$ cat config.mk
export PLATFORM = sky130hd
export DESIGN_NAME = dsi_pkt_framer
export DESIGN_NICKNAME = d
export VERILOG_FILES = /design/src/rtl/dsi_pkt_pkg.sv /design/src/rtl/dsi_hdr_ecc.sv /design/src/rtl/dsi_crc16.sv /design/src/rtl/dsi_pkt_framer.sv
export SDC_FILE = /design/constraint.sdc
export NUM_CORES = 1
export LEC_CHECK = 0
export CORE_ASPECT_RATIO = 0.75
export CORE_UTILIZATION = 41
export CTS_CLUSTER_SIZE = 14
export DETAILED_ROUTE_END_ITERATION = 10
export PLACE_DENSITY = 0.66
export RECOVER_POWER = 50
export SLEW_MARGIN = 15
export SYNTH_ARGS = -nofsm -noshare
export SYNTH_HDL_FRONTEND = slang
export SYNTH_SLANG_ARGS = --single-unit
$ cat constraint.sdc
create_clock -name clk_i -period 2.21 [get_ports clk_i]
set_input_delay 0.3315 -clock clk_i [delete_from_list [all_inputs] [get_ports clk_i]]
set_output_delay 0.3315 -clock clk_i [all_outputs]
set_load 0.1 [all_outputs]
$ cat src/rtl/dsi_pkt_pkg.sv
package dsi_pkt_pkg;

  typedef enum logic [1:0] {ST_IDLE, ST_HDR, ST_PAY, ST_SUM} fsm_e;

  localparam logic [5:0]  DT_EOTP  = 6'h08;
  localparam logic [15:0] EOTP_WC  = 16'h0F0F;
  localparam logic [15:0] CRC_SEED = 16'hFFFF;
  localparam logic [15:0] CRC_POLY_R = 16'h8408;  // x^16+x^12+x^5+1, reflected

  // parity masks over the header in transmit order (bit 0 = first byte bit 0)
  localparam logic [23:0] ECC_MASK [6] = '{
    24'hF12CB7, 24'hF2555B, 24'h749A6D, 24'hB8E38E, 24'hDF03F0, 24'hEFFC00
  };

  function automatic logic dt_is_long(logic [5:0] dt);
    case (dt[3:0])
      4'h9, 4'hA, 4'hC, 4'hD, 4'hE: return 1'b1;
      default:                      return 1'b0;
    endcase
  endfunction

  function automatic logic [15:0] crc16_byte(logic [15:0] crc, logic [7:0] d);
    logic [15:0] c;
    c = crc;
    for (int b = 0; b < 8; b++) begin
      if (c[0] ^ d[b]) c = (c >> 1) ^ CRC_POLY_R;
      else             c = c >> 1;
    end
    return c;
  endfunction

endpackage

$ cat src/rtl/dsi_hdr_ecc.sv
module dsi_hdr_ecc
  import dsi_pkt_pkg::*;
(
  input  logic [23:0] hdr_i,
  output logic [7:0]  ecc_o
);
  logic [5:0] par;

  for (genvar g = 0; g < 6; g++) begin : g_par
    assign par[g] = ^(hdr_i & ECC_MASK[g]);
  end

  assign ecc_o = {2'b00, par};
endmodule

$ cat src/rtl/dsi_crc16.sv
module dsi_crc16
  import dsi_pkt_pkg::*;
(
  input  logic        clk_i,
  input  logic        rst_ni,
  input  logic        clr_i,
  input  logic        en_i,
  input  logic [7:0]  data_i,
  output logic [15:0] crc_o
);
  logic [15:0] crc_q;

  always_ff @(posedge clk_i or negedge rst_ni) begin
    if (!rst_ni)    crc_q <= CRC_SEED;
    else if (clr_i) crc_q <= CRC_SEED;
    else if (en_i)  crc_q <= crc16_byte(crc_q, data_i);
  end

  assign crc_o = crc_q;
endmodule

$ cat src/rtl/dsi_pkt_framer.sv
module dsi_pkt_framer
  import dsi_pkt_pkg::*;
#(
  parameter int MAX_PAY = 256,
  parameter int XTRA_W  = 2
) (
  input  logic              clk_i,
  input  logic              rst_ni,
  input  logic              cmd_valid_i,
  output logic              cmd_ready_o,
  input  logic [1:0]        cmd_vc_i,
  input  logic [5:0]        cmd_dt_i,
  input  logic [15:0]       cmd_wc_i,
  input  logic              cmd_last_i,
  input  logic              eotp_en_i,
  input  logic [XTRA_W-1:0] eotp_extra_i,
  output logic              cmd_reject_o,
  input  logic              pay_valid_i,
  input  logic [7:0]        pay_data_i,
  output logic              pay_ready_o,
  output logic              out_valid_o,
  output logic [7:0]        out_data_o
);
  localparam int          CNT_W  = $clog2(MAX_PAY + 1);
  localparam int          EOT_W  = XTRA_W + 1;
  localparam logic [15:0] MAX_WC = 16'(MAX_PAY);

  fsm_e             state_q;
  logic [23:0]      hdr_q;     // {vc, dt, wc}
  logic             long_q;
  logic [CNT_W-1:0] rem_q;
  logic [1:0]       idx_q;
  logic [EOT_W-1:0] eot_q;
  logic             rej_q;

  logic        cmd_long, too_big, accept, start, pay_take, pkt_end;
  logic [7:0]  ecc;
  logic [15:0] crc;

  assign cmd_long = dt_is_long(cmd_dt_i);
  assign too_big  = cmd_long && (cmd_wc_i > MAX_WC);
  assign accept   = cmd_valid_i && (state_q == ST_IDLE);
  assign start    = accept && !too_big;
  assign pay_take = (state_q == ST_PAY) && pay_valid_i;
  assign pkt_end  = ((state_q == ST_HDR) && (idx_q == 2'd3) && !long_q) ||
                    ((state_q == ST_SUM) && (idx_q == 2'd1));

  dsi_hdr_ecc i_ecc (
    .hdr_i ({hdr_q[15:0], hdr_q[23:16]}),
    .ecc_o (ecc)
  );

  dsi_crc16 i_crc (
    .clk_i  (clk_i),
    .rst_ni (rst_ni),
    .clr_i  (accept),
    .en_i   (pay_take),
    .data_i (pay_data_i),
    .crc_o  (crc)
  );

  always_ff @(posedge clk_i or negedge rst_ni) begin
    if (!rst_ni) begin
      state_q <= ST_IDLE;
      hdr_q   <= '0;
      long_q  <= 1'b0;
      rem_q   <= '0;
      idx_q   <= '0;
      eot_q   <= '0;
      rej_q   <= 1'b0;
    end else begin
      rej_q <= accept && too_big;
      unique case (state_q)
        ST_IDLE: if (start) begin
          hdr_q   <= {cmd_vc_i, cmd_dt_i, cmd_wc_i};
          long_q  <= cmd_long;
          rem_q   <= cmd_wc_i[CNT_W-1:0];
          idx_q   <= '0;
          eot_q   <= (eotp_en_i && cmd_last_i) ? EOT_W'(eotp_extra_i) + EOT_W'(1) : '0;
          state_q <= ST_HDR;
        end
        ST_HDR: begin
          idx_q <= idx_q + 2'd1;
          if (idx_q == 2'd3 && long_q)
            state_q <= (rem_q == '0) ? ST_SUM : ST_PAY;
        end
        ST_PAY: if (pay_valid_i) begin
          rem_q <= rem_q - CNT_W'(1);
          if (rem_q == CNT_W'(1)) state_q <= ST_SUM;
        end
        ST_SUM: idx_q <= (idx_q == 2'd1) ? 2'd0 : idx_q + 2'd1;
        default: state_q <= ST_IDLE;
      endcase
      // packet finished: chain an end-of-transmission packet or go idle
      if (pkt_end) begin
        if (eot_q != '0) begin
          eot_q   <= eot_q - EOT_W'(1);
          hdr_q   <= {2'b00, DT_EOTP, EOTP_WC};
          long_q  <= 1'b0;
          state_q <= ST_HDR;
        end else begin
          state_q <= ST_IDLE;
        end
      end
    end
  end

  always_comb begin
    out_valid_o = 1'b0;
    out_data_o  = 8'h00;
    unique case (state_q)
      ST_HDR: begin
        out_valid_o = 1'b1;
        unique case (idx_q)
          2'd0:    out_data_o = hdr_q[23:16];
          2'd1:    out_data_o = hdr_q[7:0];
          2'd2:    out_data_o = hdr_q[15:8];
          default: out_data_o = ecc;
        endcase
      end
      ST_PAY: begin
        out_valid_o = pay_valid_i;
        out_data_o  = pay_data_i;
      end
      ST_SUM: begin
        out_valid_o = 1'b1;
        out_data_o  = idx_q[0] ? crc[15:8] : crc[7:0];
      end
      default: ;
    endcase
  end

  assign cmd_ready_o  = (state_q == ST_IDLE);
  assign pay_ready_o  = (state_q == ST_PAY);
  assign cmd_reject_o = rej_q;
endmodule

==> flow_summary.json <==
{
  "ant_nets": 0,
  "coreArea_um2": 9270,
  "grt_setup_unrepaired": "yes",
  "final_common_cell": "nand2_1",
  "cap_violations": 0,
  "dpl.hpwl_um": 8600,
  "setup_ws_ns": -0.269,
  "syn_inst": 449,
  "startpoint_type": "flop",
  "synthArstFlopShare": 1.00,
  "cp_max_fo": 6,
  "violations": "negative setup slack",
  "synth_seq_cells": 58,
  "setup_viol": 8,
  "synth_nets": 504,
  "io_buffer_count": 51,
  "yosysWarnings": 0,
  "clock_skew_ns": 0.00796,
  "drc": 0,
  "start_util": 0.432,
  "ys.flop_type": "dfrtp_1",
  "die_h_um": 87.6,
  "vias_per_cell": 5.63,
  "place.gp.congestion": 0.942,
  "cts_inserted_buffers": 9,
  "cts_tree": "yes",
  "netlist-cell-type-count": 52,
  "drtIter0Drc": 252,
  "slew_viol_final": 0,
  "layout.nets": 609,
  "dieArea_um2": 10200,
  "status": "complete, but fails checks",
  "tightest_slew_ns": 1.28,
  "end_kind": "output pin",
  "vias": 3867,
  "place_ws_ns": -0.161,
  "yosys-top-cells-area": "dfrtp_1 26%, xnor2_1 14%, dfstp_2 10%",
  "drt_pass1_iterations": 5,
  "yosysTopAreaCellShare": 0.262,
  "die_w_um": 116,
  "cts_hold_buf": 0,
  "drive_above_1_share": 0.313,
  "synth_area_per_cell_um2": 8.93,
  "required_ns": 1.88,
  "clk_pin_slew_ns": 0.05,
  "wl_per_cell_um": 17.8,
  "crit_type": "flop to output pin",
  "clock_latency_ns": 0.33,
  "fin_crit_sh": 1.12,
  "grt_max_degree": 38,
  "grt_pass1_vias": 3720,
  "clock_sinks": 58,
  "slew-limit-headroom": 0.146,
  "ys_seq_area_frac": 0.367,
  "fmax_ghz": 0.403,
  "synth_area_um2": 4010,
  "rows": 30,
  "cts-root-buf": "clkbuf_16",
  "grt_usage": 0.250,
  "area_delta_synth_final_pct": 45.4,
  "crit_arrival_ns": 2.15,
  "ios": 52,
  "holdCritPathClass": "input pin to async pin",
  "final_cell_mix": "85 x nand2_1, 58 x buf_4, 53 x xnor2_1, 39 x dfrtp_1, 38 x clkdlybuf4s50_1",
  "htree_levels": 3,
  "routed_wl_um": 12200,
  "grt_pass1_wl_um": 19200,
  "synth_top_area_cell": "dfrtp_1",
  "final_hold_viol_count": 0,
  "grt_overflow_total": 0,
  "synth_edf_count": 0,
  "antenna_found_initial": 0,
  "fin_crit_ns": 2.48,
  "clock_path_buffers": 2,
  "n_antenna_cell": 0
}
## cells by family (layout without fill, tap and decap cells)
kind of cell,count (synthesis),after routing,share of synthesized area
and+or+nand+nor,144,144,0.159
adders and majority gates,15,15,0.0468
AOI/OAI and AO/OA,105,105,0.186
DFF,58,58,0.367
buffers and inverters,39,149,0.0412
muxes,15,15,0.0403
xor gates and xnor gates,73,73,0.159
## path summary, 6_finish.rpt
path | start | to | slack, ns | depth (start not counted)
max | idx_q[1] | out_data_o[3] | -0.27 | 7
min | rst_ni | cmd_reject_o | 0.27 | 1
min reg2reg | i_crc.crc_o[12] | i_crc.crc_o[12] | 0.50 | 2
min in group clk_i | i_crc.crc_o[12] | i_crc.crc_o[12] | 0.50 | 2
max reg2reg | state_q[0] | rem_q[6] | 0.13 | 9
max in group asynchronous | rst_ni | hdr_q[11] | 0.27 | 2
## layer usage
| layer | part of all wire | GRT usage | vias up |
|---|---|---|---|
| li1 | - | - | 1800 |
| met1 | 0.45 | 0.345 | 1903 |
| met2 | 0.47 | 0.401 | 145 |
| met3 | 0.065 | 0.0498 | 19 |
| met4 | 0.018 | 0.0676 | 0 |
| met5 | 0 | 0 | - |
## cell type report
class / instances / area (um^2)
flip-flops and latches: 58 / 1480
multi-input cells: 352 / 2710
well taps: 128 / 160
inverters: 14 / 56.3
clock buffers: 9 / 225
repair buffers: 119 / 1160
clock inverters: 7 / 45.0
fillers: 772 / 3440
## worst max-delay path: stages (launching register included)
cell and delay (ns):
dfrtp_1 0.41, inv_2 0.08, ha_2 0.21, buf_4 0.17, a222oi_1 0.46, buf_4 0.21, o221ai_4 0.10, buf_12 0.18
## Yosys cell counts, types with 5 or more instances
cell type / instances
a31oi_1: 5
nand3_1: 18
a21oi_1: 31
mux2i_1: 6
dfstp_2: 16
xnor2_1: 62
nand2_1: 86
nor3_1: 5
nor2_1: 15
ha_1: 15
o211ai_1: 16
a22oi_1: 8
o21ai_0: 7
dfrtp_1: 42
buf_2: 6
o221ai_1: 6
clkbuf_1: 16
a222oi_1: 8
inv_1: 14
xor2_1: 11
mux2_2: 9
## through the flow
stage / hold slack [ns] / std cells / area, um^2 / util / setup TNS (ns)
2_1_floorplan: 0.0359 / 449 / 4230 / - / -0.319
3_3_place_gp: 0.351 / 655 / 5260 / 0.567 / -0.665
3_5_place_dp: 0.363 / 655 / 5260 / 0.567 / -1.35
4_1_cts: 0.0158 / 679 / 5700 / 0.615 / -1.10
5_1_grt: 0.372 / 687 / 5830 / 0.629 / -3.55
6_report: 0.272 / 687 / 5830 / 0.629 / -1.53
## what timing repair did
item,in CTS,in global routing
gates resized for setup,23,20
buffers inserted,8,8
endpoints found under the setup margin,8,15
pin swaps,8,21
## sequential cells by signal, summed over array words and instances, names as in the netlist
name	count
eot_q	3
long_q	1
idx_q	2
cmd_reject_o	1
i_crc.crc_o	16
state_q	2
rem_q	9
hdr_q	24
Power is left out: the tool's default activity adds up to more than one toggle a clock period on the data nets, which glitch-free logic cannot reach.
